==> src/rtl/twi_pkg.sv <==
package twi_pkg;

    localparam int BYTE_BITS = 8;

    localparam logic [5:0] DEF_ADDR_HI = 6'b001000;

    typedef enum logic [2:0] {
        ST_IDLE,
        ST_ADDR,
        ST_PTR,
        ST_WDATA,
        ST_ACK,
        ST_RDATA,
        ST_RACK
    } twi_st_e;

endpackage

==> src/rtl/twi_linesync.sv <==
module twi_linesync #(
    parameter int STAGES = 2
) (
    input  logic clk,
    input  logic rst_n,
    input  logic scl_i,
    input  logic sda_i,
    output logic scl_s,
    output logic sda_s,
    output logic scl_rise,
    output logic scl_fall,
    output logic ev_start,
    output logic ev_stop
);

    logic [STAGES-1:0] scl_ff_q;
    logic [STAGES-1:0] sda_ff_q;
    logic              scl_p_q;
    logic              sda_p_q;

    genvar g;
    generate
        for (g = 0; g < STAGES; g++) begin : g_stage
            always_ff @(posedge clk or negedge rst_n) begin
                if (!rst_n) begin
                    scl_ff_q[g] <= 1'b1;
                    sda_ff_q[g] <= 1'b1;
                end else if (g == 0) begin
                    scl_ff_q[g] <= scl_i;
                    sda_ff_q[g] <= sda_i;
                end else begin
                    scl_ff_q[g] <= scl_ff_q[(g == 0) ? 0 : g-1];
                    sda_ff_q[g] <= sda_ff_q[(g == 0) ? 0 : g-1];
                end
            end
        end
    endgenerate

    always_ff @(posedge clk or negedge rst_n) begin
        if (!rst_n) begin
            scl_p_q <= 1'b1;
            sda_p_q <= 1'b1;
        end else begin
            scl_p_q <= scl_ff_q[STAGES-1];
            sda_p_q <= sda_ff_q[STAGES-1];
        end
    end

    assign scl_s    = scl_ff_q[STAGES-1];
    assign sda_s    = sda_ff_q[STAGES-1];
    assign scl_rise = scl_s & ~scl_p_q;
    assign scl_fall = ~scl_s & scl_p_q;
    // data edges count as bus conditions only while the clock stays high
    assign ev_start = scl_s & scl_p_q & sda_p_q & ~sda_s;
    assign ev_stop  = scl_s & scl_p_q & ~sda_p_q & sda_s;

endmodule

==> src/rtl/twi_regfile.sv <==
module twi_regfile #(
    parameter int NREGS = 8,
    parameter int AW    = $clog2(NREGS)
) (
    input  logic               clk,
    input  logic               rst_n,
    input  logic               wr_en,
    input  logic [AW-1:0]      wr_idx,
    input  logic [7:0]         wr_data,
    input  logic [AW-1:0]      rd_idx,
    output logic [7:0]         rd_data,
    output logic [8*NREGS-1:0] regs_flat
);

    genvar k;
    generate
        for (k = 0; k < NREGS; k++) begin : g_reg
            always_ff @(posedge clk or negedge rst_n) begin
                if (!rst_n) begin
                    regs_flat[8*k +: 8] <= 8'h00;
                end else if (wr_en && (wr_idx == AW'(k))) begin
                    regs_flat[8*k +: 8] <= wr_data;
                end
            end
        end
    endgenerate

    assign rd_data = regs_flat[8*rd_idx +: 8];

endmodule

==> src/rtl/twi_regslave.sv <==
module twi_regslave
    import twi_pkg::*;
#(
    parameter int         NREGS       = 8,
    parameter int         SYNC_STAGES = 2,
    parameter logic [5:0] ADDR_HI     = DEF_ADDR_HI
) (
    input  logic               clk,
    input  logic               rst_n,
    input  logic               scl_i,
    input  logic               sda_i,
    input  logic               strap_i,
    input  logic               spi_mode_i,
    output logic               sda_oe_o,
    output logic [8*NREGS-1:0] regs_o
);

    localparam int CW = $clog2(BYTE_BITS + 1);
    localparam int AW = $clog2(NREGS);
    localparam logic [CW-1:0] FULL_CNT = CW'(BYTE_BITS);

    typedef struct packed {
        twi_st_e       st;
        twi_st_e       ack_nx;
        logic [CW-1:0] cnt;
        logic [7:0]    sh;
        logic [AW-1:0] ptr;
        logic          incr;
        logic          oe;
        logic          lock;
        logic          mack;
    } slv_t;

    slv_t q, n;

    logic          scl_s, sda_s, scl_rise, scl_fall, ev_start, ev_stop;
    logic          wr_en;
    logic [AW-1:0] wr_idx;
    logic [7:0]    wr_data;
    logic [7:0]    rd_data;
    logic          bus_idle;

    twi_linesync #(.STAGES(SYNC_STAGES)) u_sync (
        .clk      (clk),
        .rst_n    (rst_n),
        .scl_i    (scl_i),
        .sda_i    (sda_i),
        .scl_s    (scl_s),
        .sda_s    (sda_s),
        .scl_rise (scl_rise),
        .scl_fall (scl_fall),
        .ev_start (ev_start),
        .ev_stop  (ev_stop)
    );

    twi_regfile #(.NREGS(NREGS), .AW(AW)) u_rf (
        .clk       (clk),
        .rst_n     (rst_n),
        .wr_en     (wr_en),
        .wr_idx    (wr_idx),
        .wr_data   (wr_data),
        .rd_idx    (q.ptr),
        .rd_data   (rd_data),
        .regs_flat (regs_o)
    );

    function automatic logic [AW-1:0] step_ptr(logic [AW-1:0] p, logic inc);
        return p + AW'(inc);
    endfunction

    always_comb begin
        n       = q;
        wr_en   = 1'b0;
        wr_idx  = q.ptr;
        wr_data = q.sh;
        n.lock  = q.lock | spi_mode_i;

        if (n.lock) begin
            n.st = ST_IDLE;
            n.oe = 1'b0;
        end else if (ev_start) begin
            n.st  = ST_ADDR;
            n.cnt = '0;
            n.oe  = 1'b0;
        end else if (ev_stop) begin
            n.st = ST_IDLE;
            n.oe = 1'b0;
        end else begin
            case (q.st)
                ST_ADDR, ST_PTR, ST_WDATA: begin
                    if (scl_rise) begin
                        n.sh  = {q.sh[6:0], sda_s};
                        n.cnt = q.cnt + CW'(1);
                    end else if (scl_fall && (q.cnt == FULL_CNT)) begin
                        n.cnt    = '0;
                        n.st     = ST_ACK;
                        n.oe     = 1'b1;
                        n.ack_nx = ST_WDATA;
                        if (q.st == ST_ADDR) begin
                            if (q.sh[7:1] == {ADDR_HI, strap_i}) begin
                                n.ack_nx = q.sh[0] ? ST_RDATA : ST_PTR;
                            end else begin
                                n.st = ST_IDLE;
                                n.oe = 1'b0;
                            end
                        end else if (q.st == ST_PTR) begin
                            n.ptr  = q.sh[AW-1:0];
                            n.incr = q.sh[7];
                        end else begin
                            wr_en = 1'b1;
                            n.ptr = step_ptr(q.ptr, q.incr);
                        end
                    end
                end
                ST_ACK: begin
                    if (scl_fall) begin
                        n.oe  = 1'b0;
                        n.cnt = '0;
                        n.st  = q.ack_nx;
                        if (q.ack_nx == ST_RDATA) begin
                            n.sh  = rd_data;
                            n.oe  = ~rd_data[7];
                            n.ptr = step_ptr(q.ptr, q.incr);
                        end
                    end
                end
                ST_RDATA: begin
                    if (scl_rise) begin
                        n.cnt = q.cnt + CW'(1);
                    end else if (scl_fall) begin
                        if (q.cnt == FULL_CNT) begin
                            n.oe  = 1'b0;
                            n.cnt = '0;
                            n.st  = ST_RACK;
                        end else begin
                            n.sh = {q.sh[6:0], 1'b0};
                            n.oe = ~q.sh[6];
                        end
                    end
                end
                ST_RACK: begin
                    if (scl_rise) begin
                        n.mack = ~sda_s;
                    end else if (scl_fall) begin
                        if (q.mack) begin
                            n.st  = ST_RDATA;
                            n.sh  = rd_data;
                            n.oe  = ~rd_data[7];
                            n.ptr = step_ptr(q.ptr, q.incr);
                        end else begin
                            n.st = ST_IDLE;
                        end
                    end
                end
                default: begin
                    n.oe = 1'b0;
                end
            endcase
        end
    end

    always_ff @(posedge clk or negedge rst_n) begin
        if (!rst_n) begin
            q <= '{st: ST_IDLE, ack_nx: ST_IDLE, default: '0};
        end else begin
            q <= n;
        end
    end

    assign sda_oe_o = q.oe;
    assign bus_idle = (q.st == ST_IDLE);

endmodule

==> config.mk <==
export PLATFORM = sky130hd
export DESIGN_NAME = twi_regslave
export DESIGN_NICKNAME = d
export VERILOG_FILES = /design/src/rtl/twi_pkg.sv /design/src/rtl/twi_linesync.sv /design/src/rtl/twi_regfile.sv /design/src/rtl/twi_regslave.sv
export SDC_FILE = /design/constraint.sdc
export NUM_CORES = 1
export LEC_CHECK = 0
export ABC_AREA = 1
export BUFFER_PORTS_ARGS = -buffer_cell sky130_fd_sc_hd__buf_4
export CAP_MARGIN = 20
export CORE_ASPECT_RATIO = 1.5
export CORE_MARGIN = 3
export CORE_UTILIZATION = 50
export CTS_CLUSTER_SIZE = 30
export DETAILED_ROUTE_END_ITERATION = 16
export PLACE_DENSITY = 0.71
export SYNTH_ARGS = -nofsm -noshare
export SYNTH_HDL_FRONTEND = slang
export SYNTH_SLANG_ARGS = --single-unit
==> constraint.sdc <==
create_clock -name clk -period 4.25 [get_ports clk]
set_clock_uncertainty 0.1 [all_clocks]
set_input_delay 0.2125 -clock clk [delete_from_list [all_inputs] [get_ports clk]]
set_output_delay 0.2125 -clock clk [all_outputs]
set_load 0.005 [all_outputs]
# Word level (Yosys, flattened, before mapping)
# Index checks and enable logic that the tools add are counted.
# W data, S select, Z words.
totals:
  out_inout_bits: 65
  wordCells: 172
  input_bits: 6
  register_bits: 95
classes:
  shifts: 1
  bitwise_logic: 19
  n_mux: 62
  reduce_logical: 23
  eq_ne: 42
  n_addsub: 2
op_table:
  columns: ["operator", "count"]
  rows:
  - ["$shiftx A64 B7 Y8", 1]
  - ["$ne A5 B5 Y1 const B", 9]
  - ["$mux W11", 4]
  - ["$mux W3", 14]
  - ["$pmux W8 S4", 1]
  - ["$ne A2 B2 Y1 const B", 13]
  - ["$eq A3 B3 Y1 const B", 8]
  - ["$mux W8", 3]
  - ["$mux W1", 23]
  - ["$mux W4", 5]
  - ["$mux W16", 1]
  - ["$reduce_and A8 Y1", 2]
  - ["$mux W15", 1]
  - ["$reduce_and A13 Y1", 1]
  - ["$eq A3 B2 Y1 const B", 4]
  - ["$mux W12", 1]
  - ["$mux W6", 2]
  - ["$ne A4 B4 Y1 const B", 3]
  - ["$pmux W3 S4", 1]
  - ["$pmux W4 S3", 1]
  - ["$reduce_and A12 Y1", 1]
  - ["$not A1 Y1", 11]
  - ["$mux W10", 1]
  - ["$mux W5", 2]
  - ["other kinds (20)", 36]

# Logic depth before layout (Yosys ltp)
# Gate-level depths: netlist (run 1).
depth:
  word_depth: 10
  ltp_mapped: 13
  depth_no_buf: 13

# Modules after synthesis
# Synthesis (run 1) repeated with hierarchy kept, for this count alone.
hier_totals:
  hier_cells: 719
  hier_area_um2: 5177.5
modules_own_cells:
  columns: ["module", "area_per_inst_um2", "seq_area_each_um2", "n_inst", "cells_each"]
  rows:
  - ["twi_regfile", 3189.3, 1601.5, 1, 439]
  - ["twi_regslave", 1789.2, 625.6, 1, 263]
  - ["twi_linesync", 198.9, 157.7, 1, 17]

# Worst setup path after synthesis (run 1)
# OpenSTA, ideal clock, no wires.
synth_timing:
  path_kind: "register to register"
  from: "register u_sync.scl_p_q"
  to: "register u_rf.regs_flat[63]"
  n_path_buf: 2
  setup_ns: 0.125
  period_less_slack_ns: 1.925
  arrival_time_ns: 1.700
  setup_slack_ns: 2.325
  stages_incl_launch_ff: 11
  cell_sequence: "dfstp_2 inv_1 ha_1 nor2_4 nand2_2 nor2_4 buf_8 nand4_4 buf_6 nand2_1 o21ai_2"
synth_between:
  elab_chain_cells: 9
  elab_cells_between_ends: 16
  cone_classes: "mux (6); bitwise (8); reduce/logical (2)"
synth_lines:
  columns: ["element", "line_no", "rtl"]
  rows:
  - ["start, declared", "twi_linesync.sv:18", "logic scl_p_q;"]
  - ["start signal, assigned", "twi_linesync.sv:44", "scl_p_q <= scl_ff_q[STAGES-1];"]
  - ["$and A1 B1 Y1", "twi_linesync.sv:52", "assign scl_fall = ~scl_s & scl_p_q;"]
  - ["$logic_and A1 B1 Y1", "twi_regslave.sv:94", "end else if (scl_fall && (q.cnt == FULL_CNT)) begin"]
  - ["$mux W1", "twi_regslave.sv:94", null]
  - ["$mux W1", "twi_regslave.sv:91", "if (scl_rise) begin"]
  - ["$mux W1", "twi_regslave.sv:89", "case (q.st)"]
  - ["$mux W1", "twi_regslave.sv:85", "end else if (ev_stop) begin"]
  - ["$mux W1 *", "twi_regslave.sv:81", "end else if (ev_start) begin"]
  - ["$mux W1 *", "twi_regslave.sv:78", "if (n.lock) begin"]
  - ["$logic_and A1 B1 Y1 *", "twi_regfile.sv:21", "end else if (wr_en && (wr_idx == AW'(k))) begin"]
  - ["end signal, assigned by index", "twi_regfile.sv:22", "regs_flat[8*k +: 8] <= wr_data;"]
  - ["end, declared", "twi_regfile.sv:12", "output logic [8*NREGS-1:0] regs_flat"]
# Mark *: on every way between the ends. The rest lies on a longest branch, timed or not.
# A chain may end at the register's enable or synchronous reset.

# Worst setup path in the final report (run 1)
layout_timing:
  from: "register u_sync.scl_p_q"
  to: "register u_rf.regs_flat[0]"
# The elaborated chain is that of the path after synthesis.

==> impl_metrics.ini, run 1 <==
[routing]
vias = 4538
viasPerCell = 5.582
finalWirelength_mm = 14.33
ant_nets = 0
drt_iter0_drc = 414
post_drt_wl_per_cell_um = 17.63
remaining_drc_errors = 0
firstDrtPassIters = 5

[critical_path]
ff2ff_path_depth = 8
crit_slowest_cell = dfstp_2
crit_top_cell = nor2_4
worstSetupPathType = register to register
r2r-start = u_sync.scl_p_q
startpoint = u_sync.scl_p_q
rr_endpoint = u_rf.regs_flat[0]
crit_buf_inv = 1
setup.worst_path.start_class = register
slowest_delay_ns = 0.55
worst_setup_path_end_kind = register
r2r_slack_ns = 1.77
critPathTopFamily = simple AND/OR/NAND/NOR gates
critPathArrivalTime_ns = 2.59
crit_cells = 8
worstPathMaxFanout = 16
endpoint = u_rf.regs_flat[0]
path_cells = inv_1, ha_1, nor2_4, nand2_2, nor2_4, nand4_2, nand2_1, o21ai_0
worstPathRequired_ns = 4.36

[status]
status = completed

[place]
placed_area_um2 = 5537
hpwlAfterDp_mm = 10.36
placed_cells = 794
portBuffers = 70
gp_congestion = 0.9064

[floorplan]
io_pins = 71
rows = 44
die-area_um2 = 11270
start_util_pct = 51.34
core-area_um2 = 9744
die_h_um = 128.5
die_width_um = 87.67

[yosys]
ys_seq_elements = 95
synth.area.top_cells = dfrtp_1 (45%), nand2_1 (19%), nand3_1 (3.9%), o21ai_0 (3.9%), dfstp_2 (3.2%)
synth_fp_nets = 641
synth_common_cells = nand2_1 (259), dfrtp_1 (89), inv_1 (40)
yosysTopAreaCell = dfrtp_1
seq_area_frac_synth_pct = 47.67
synth.distinct_cells = 36
synth_cells = 628
synth_top_area_share_pct = 44.52
synth.most_common_cell = nand2_1
syn_area_um2 = 5002
yosysWarnings = 0
syn_avg_cell_area_um2 = 7.965
synth_edf_count = 0
ys.flop_type = dfrtp_1
synthArstFlopShare_pct = 100.0

[global_routing]
grt_max_degree = 57
met2_usage_pct = 45.47
gr-usage-met3_pct = 4.933
gr-max-usage-layer = met2
grt_overflow = 0
grt_use_met1_pct = 33.14
grt_antenna_before_repair = 0
track_usage_pct = 27.21
grt_first_pass_wirelength_mm = 23.39
grt_pass1_vias = 4377

[cells_and_area]
final_layout_size_suffix_gt1_share_pct = 19.48
final_area_um2 = 5833
nNetsFinal = 706
stdcell_count = 813
area_growth_syn_to_layout_pct = 16.61
diodes = 0

[timing]
fmax_mhz = 403.2
fin_tns_setup_ns = 0
worst_pin_slew_ns = 0.7283
finalSetupViolCount = 0
period_needed_ns = 2.480
final-hold-violation-count = 0
fin_crit_sh_pct = 58.35
max_slew_margin_pct = 51.45
drv_slew = 0
rsz0062_at_grt = no

[clocking]
clkSinkCount = 95
cts_root_buf = clkbuf_16
insertion_delay_ns = 0.35
h-tree-depth = 3
cts_buffers = 9
cts_setup_buffers = 0
tritoncts = done
cts_buffer_depth = 2
clk_pin_slew_worst_paths_ns = 0.07

[power_and_ir_drop]
power_density_nw_per_um2 = 292.0
ir_drop_uv = 207.5
p_leak_nw = 2.898

[run]
drv_cap = 0

[min_path]
hold_path.class = input pin to register
repair_timing:
action	CTS	global route
hold endpoints to repair	52	0
setup endpoints to repair	0	0
hold buffers	3	0
resized for setup	0	0
cell families after synthesis:
group	after synthesis	share of synthesized area [%]
adders and majority gates	7	1.751
DFF	95	47.67
and+or+nand+nor	365	33.02
xor gates and xnor gates	3	0.5254
buffers and inverters	66	6.378
AOI/OAI and AO/OA	92	10.66
cell usage in the layout (no fill, tap or decap), types with 7 or more instances in the layout:
master / synthesis / layout
o21ai_2: 17 / 17
nor2_1: 27 / 27
nand3_1: 39 / 39
buf_4: 0 / 71
ha_1: 7 / 7
nand2_1: 259 / 259
o21ai_1: 28 / 28
o21ai_0: 39 / 39
nand4_1: 11 / 11
clkbuf_16: 0 / 9
dfrtp_1: 89 / 89
inv_1: 40 / 40
cell type report:
type                       count  area (um^2)
sequential                    95         2385
fill                         870         3911
multi-input combinational    467         2298
inverter                      46        176.4
timing repair buffer          74        563.0
tap                          115        143.9
clock inverter                 5        33.78
clock buffer                  11        232.7
power breakdown:
part	switching, mW	total [mW]	internal (mW)	leakage (nW)
registers	0.00445	0.914	0.910	1.29
clock network	0.349	0.746	0.397	0.126
logic	0.0326	0.0424	0.00989	1.49
through the flow:
stage / worst slack, ns / util [%] / power (mW) / hold WS (ns)
final: 1.770 / 59.86 / 1.703 / 0.09115
after global routing: 1.548 / 59.86 / 1.757 / 0.1137
after CTS: 1.791 / 59.86 / 1.716 / 0.08741
after detailed placement: 1.806 / 56.82 / 0.9723 / 0.2158
after global placement: 1.881 / 56.82 / 0.9713 / 0.2091
after floorplan: 2.325 / - / 0.9447 / -0.1831
state kept, by name (all words and copies together) (netlist names), 3 cells and up:
signal,flops
q,13
u_rf.regs_flat,64
wr_data,8
wr_idx,3
routing by layer:
layer	share of wire, %	wire length, um
met1	39	5618
met3	4.6	654
met2	52	7447
met4	4.3	614
met5	0	0
tightest hold or removal path, delay by kind of cell:
kind / cells / cell delay [ns]
AND/OR/NAND/NOR: 1 / 0.04
buffers and inverters: 2 / 0.22
worst min path at each step:
stage	start	end	slack, ns	cells after the start
2_1_floorplan	rst_n	q[0]	-0.18	0
3_3_place_gp	rst_n	q[15]	0.21	1
3_5_place_dp	rst_n	q[15]	0.22	1
4_1_cts	spi_mode_i	q[1]	0.09	3
5_1_grt	spi_mode_i	q[1]	0.11	3
6_report	spi_mode_i	q[1]	0.09	3
Power figures use the tool's default switching activity.
==> run 2, diff against run 1 <==
--- a/config.mk
+++ b/config.mk
@@ -13,7 +13,7 @@
 export CORE_UTILIZATION = 50
 export CTS_CLUSTER_SIZE = 30
 export DETAILED_ROUTE_END_ITERATION = 16
-export PLACE_DENSITY = 0.71
+export PLACE_DENSITY = 0.74
 export SYNTH_ARGS = -nofsm -noshare
 export SYNTH_HDL_FRONTEND = slang
 export SYNTH_SLANG_ARGS = --single-unit
==> constraint.sdc (replaced) <==
create_clock -name clk -period 2.22 [get_ports clk]
set_clock_uncertainty 0.1 [all_clocks]
set_input_delay 0.111 -clock clk [delete_from_list [all_inputs] [get_ports clk]]
set_output_delay 0.111 -clock clk [all_outputs]
set_load 0.005 [all_outputs]
==> impl_metrics.ini, run 2 (synthesis gave the netlist of run 1 again) <==
[status]
status = completed

[routing]
post_drt_wl_per_cell_um = 17.05
vias = 4437
finalWirelength_mm = 14.14
drt_iter0_drc = 320
ant_nets = 0
remaining_drc_errors = 0
firstDrtPassIters = 5
viasPerCell = 5.352

[timing]
period_needed_ns = 2.121
max_slew_margin_pct = 61.31
worst_pin_slew_ns = 0.5797
rsz0062_at_grt = yes
fin_tns_setup_ns = 0
fmax_mhz = 471.4
final-hold-violation-count = 0
finalSetupViolCount = 0
fin_crit_sh_pct = 95.55
drv_slew = 0

[critical_path]
worstSetupPathType = register to register
ff2ff_path_depth = 9
slowest_delay_ns = 0.55
worst_setup_path_end_kind = register
crit_slowest_cell = dfstp_2
worstPathRequired_ns = 2.33
critPathArrivalTime_ns = 2.23
worstPathMaxFanout = 16
r2r-start = u_sync.scl_p_q
path_cells = ha_1, inv_1, nor2_1, nand2_2, nor2_4, buf_12, nand4_2, nand2_1, o21ai_0
setup.worst_path.start_class = register
rr_endpoint = u_rf.regs_flat[3]
startpoint = u_sync.scl_p_q
r2r_slack_ns = 0.1

[global_routing]
track_usage_pct = 26.68
grt_antenna_before_repair = 0
grt_overflow = 0
grt_max_degree = 76
grt_first_pass_wirelength_mm = 23.02
grt_pass1_vias = 4491

[cells_and_area]
largest_reg_flops = 64
layout_commonest_cell = nand2_1
stdcell_count = 829
fillerInstances = 850
mostFrequentLayoutCells = nand2_1 (259), dfrtp_1 (89), buf_4 (84)
nNetsFinal = 722
diodes = 0
final_layout_size_suffix_gt1_share_pct = 21.99
area_growth_syn_to_layout_pct = 20.39
regMostFlops = u_rf.regs_flat

[run]
drv_cap = 0

[clocking]
insertion_delay_ns = 0.34
cts_buffers = 9
tritoncts = done
clkSinkCount = 95
cts_root_buf = clkbuf_16
clk_pin_slew_worst_paths_ns = 0.07
cts_buffer_depth = 2
h-tree-depth = 3

[power_and_ir_drop]
ir_drop_uv = 480.9
power_density_nw_per_um2 = 547.9
p_leak_nw = 2.986

[floorplan]
core-area_um2 = 9744
io_pins = 71
rows = 44
die_width_um = 87.67
start_util_pct = 51.34
die_h_um = 128.5
die-area_um2 = 11270

[place]
portBuffers = 70
hpwlAfterDp_mm = 10.39
gp_congestion = 0.9097
placed_cells = 809

[min_path]
hold_path.class = input pin to async pin
[run 2: worst max-delay path by stage]
| stage | endpoint | slack, ns | depth (start not counted) |
|---|---|---|---|
| 4_1_cts | wr_data[1] | 0.04 | 10 |
| 6_report | u_rf.regs_flat[3] | 0.1 | 9 |
| 3_3_place_gp | wr_data[2] | 0.04 | 10 |
| 5_1_grt | u_rf.regs_flat[50] | -0.05 | 9 |
| 2_1_floorplan | u_rf.regs_flat[63] | 0.29 | 10 |
| 3_5_place_dp | wr_data[1] | -0.02 | 10 |
[run 2: power by group]
| group | total, mW | internal, mW | leakage [nW] | switching, mW |
|---|---|---|---|---|
| clock | 1.46 | 0.789 | 0.132 | 0.672 |
| combinational | 0.0901 | 0.0256 | 1.57 | 0.0645 |
| sequential | 1.75 | 1.74 | 1.29 | 0.00707 |
| total | 3.30 | 2.56 | 2.99 | 0.744 |
[run 2: per-stage QoR]
step / setup WS [ns] / total power, mW / cell area [um^2] / utilization, % / hold slack (ns)
after detailed placement: -0.02120 / 1.868 / 5674 / 58.23 / -0.08454
after floorplan: 0.2949 / 1.809 / 5002 / - / -0.2846
after global placement: 0.03578 / 1.865 / 5674 / 58.23 / -0.08888
after global routing: -0.05120 / 3.407 / 6022 / 61.80 / 0.1270
final: 0.09883 / 3.299 / 6022 / 61.80 / 0.09720
after CTS: 0.04348 / 3.321 / 5996 / 61.53 / 0.1052
[run 2: routing by layer]
metal,GRT usage [%],vias to the layer above,share of wire (%)
li1,-,2190,-
met1,32.04,2088,40
met2,45.83,124,52
met3,3.780,35,4.0
met4,13.73,0,4.3
met5,0,-,0
[run 2: repair_timing]
action / in CTS / in global routing
setup endpoints to repair: 8 / 42
hold endpoints to repair: 92 / 0
resized for setup: 1 / 7
pin swaps: 0 / 0
setup buffers: 0 / 0
hold buffers: 4 / 0
[run 2: worst max-delay path, delay by kind of cell, from the launching register on]
family,cells,cell delay [ns]
adder cells (fa/ha/maj),1,0.19
buffers and inverters,2,0.27
AND/OR/NAND/NOR,5,0.78
AO/OA/AOI/OAI,1,0.09
flip-flops,1,0.55
[run 2: final cells by class]
cell class / count / area [um^2] / area share [%]
Clock buffer: 11 / 242.7 / 4.031
Tap cell: 115 / 143.9 / 2.389
Multi-Input combinational cell: 467 / 2330 / 38.69
Sequential cell: 95 / 2385 / 39.60
Timing Repair Buffer: 90 / 710.7 / 11.80
Clock inverter: 5 / 33.78 / 0.5610
Inverter: 46 / 176.4 / 2.930
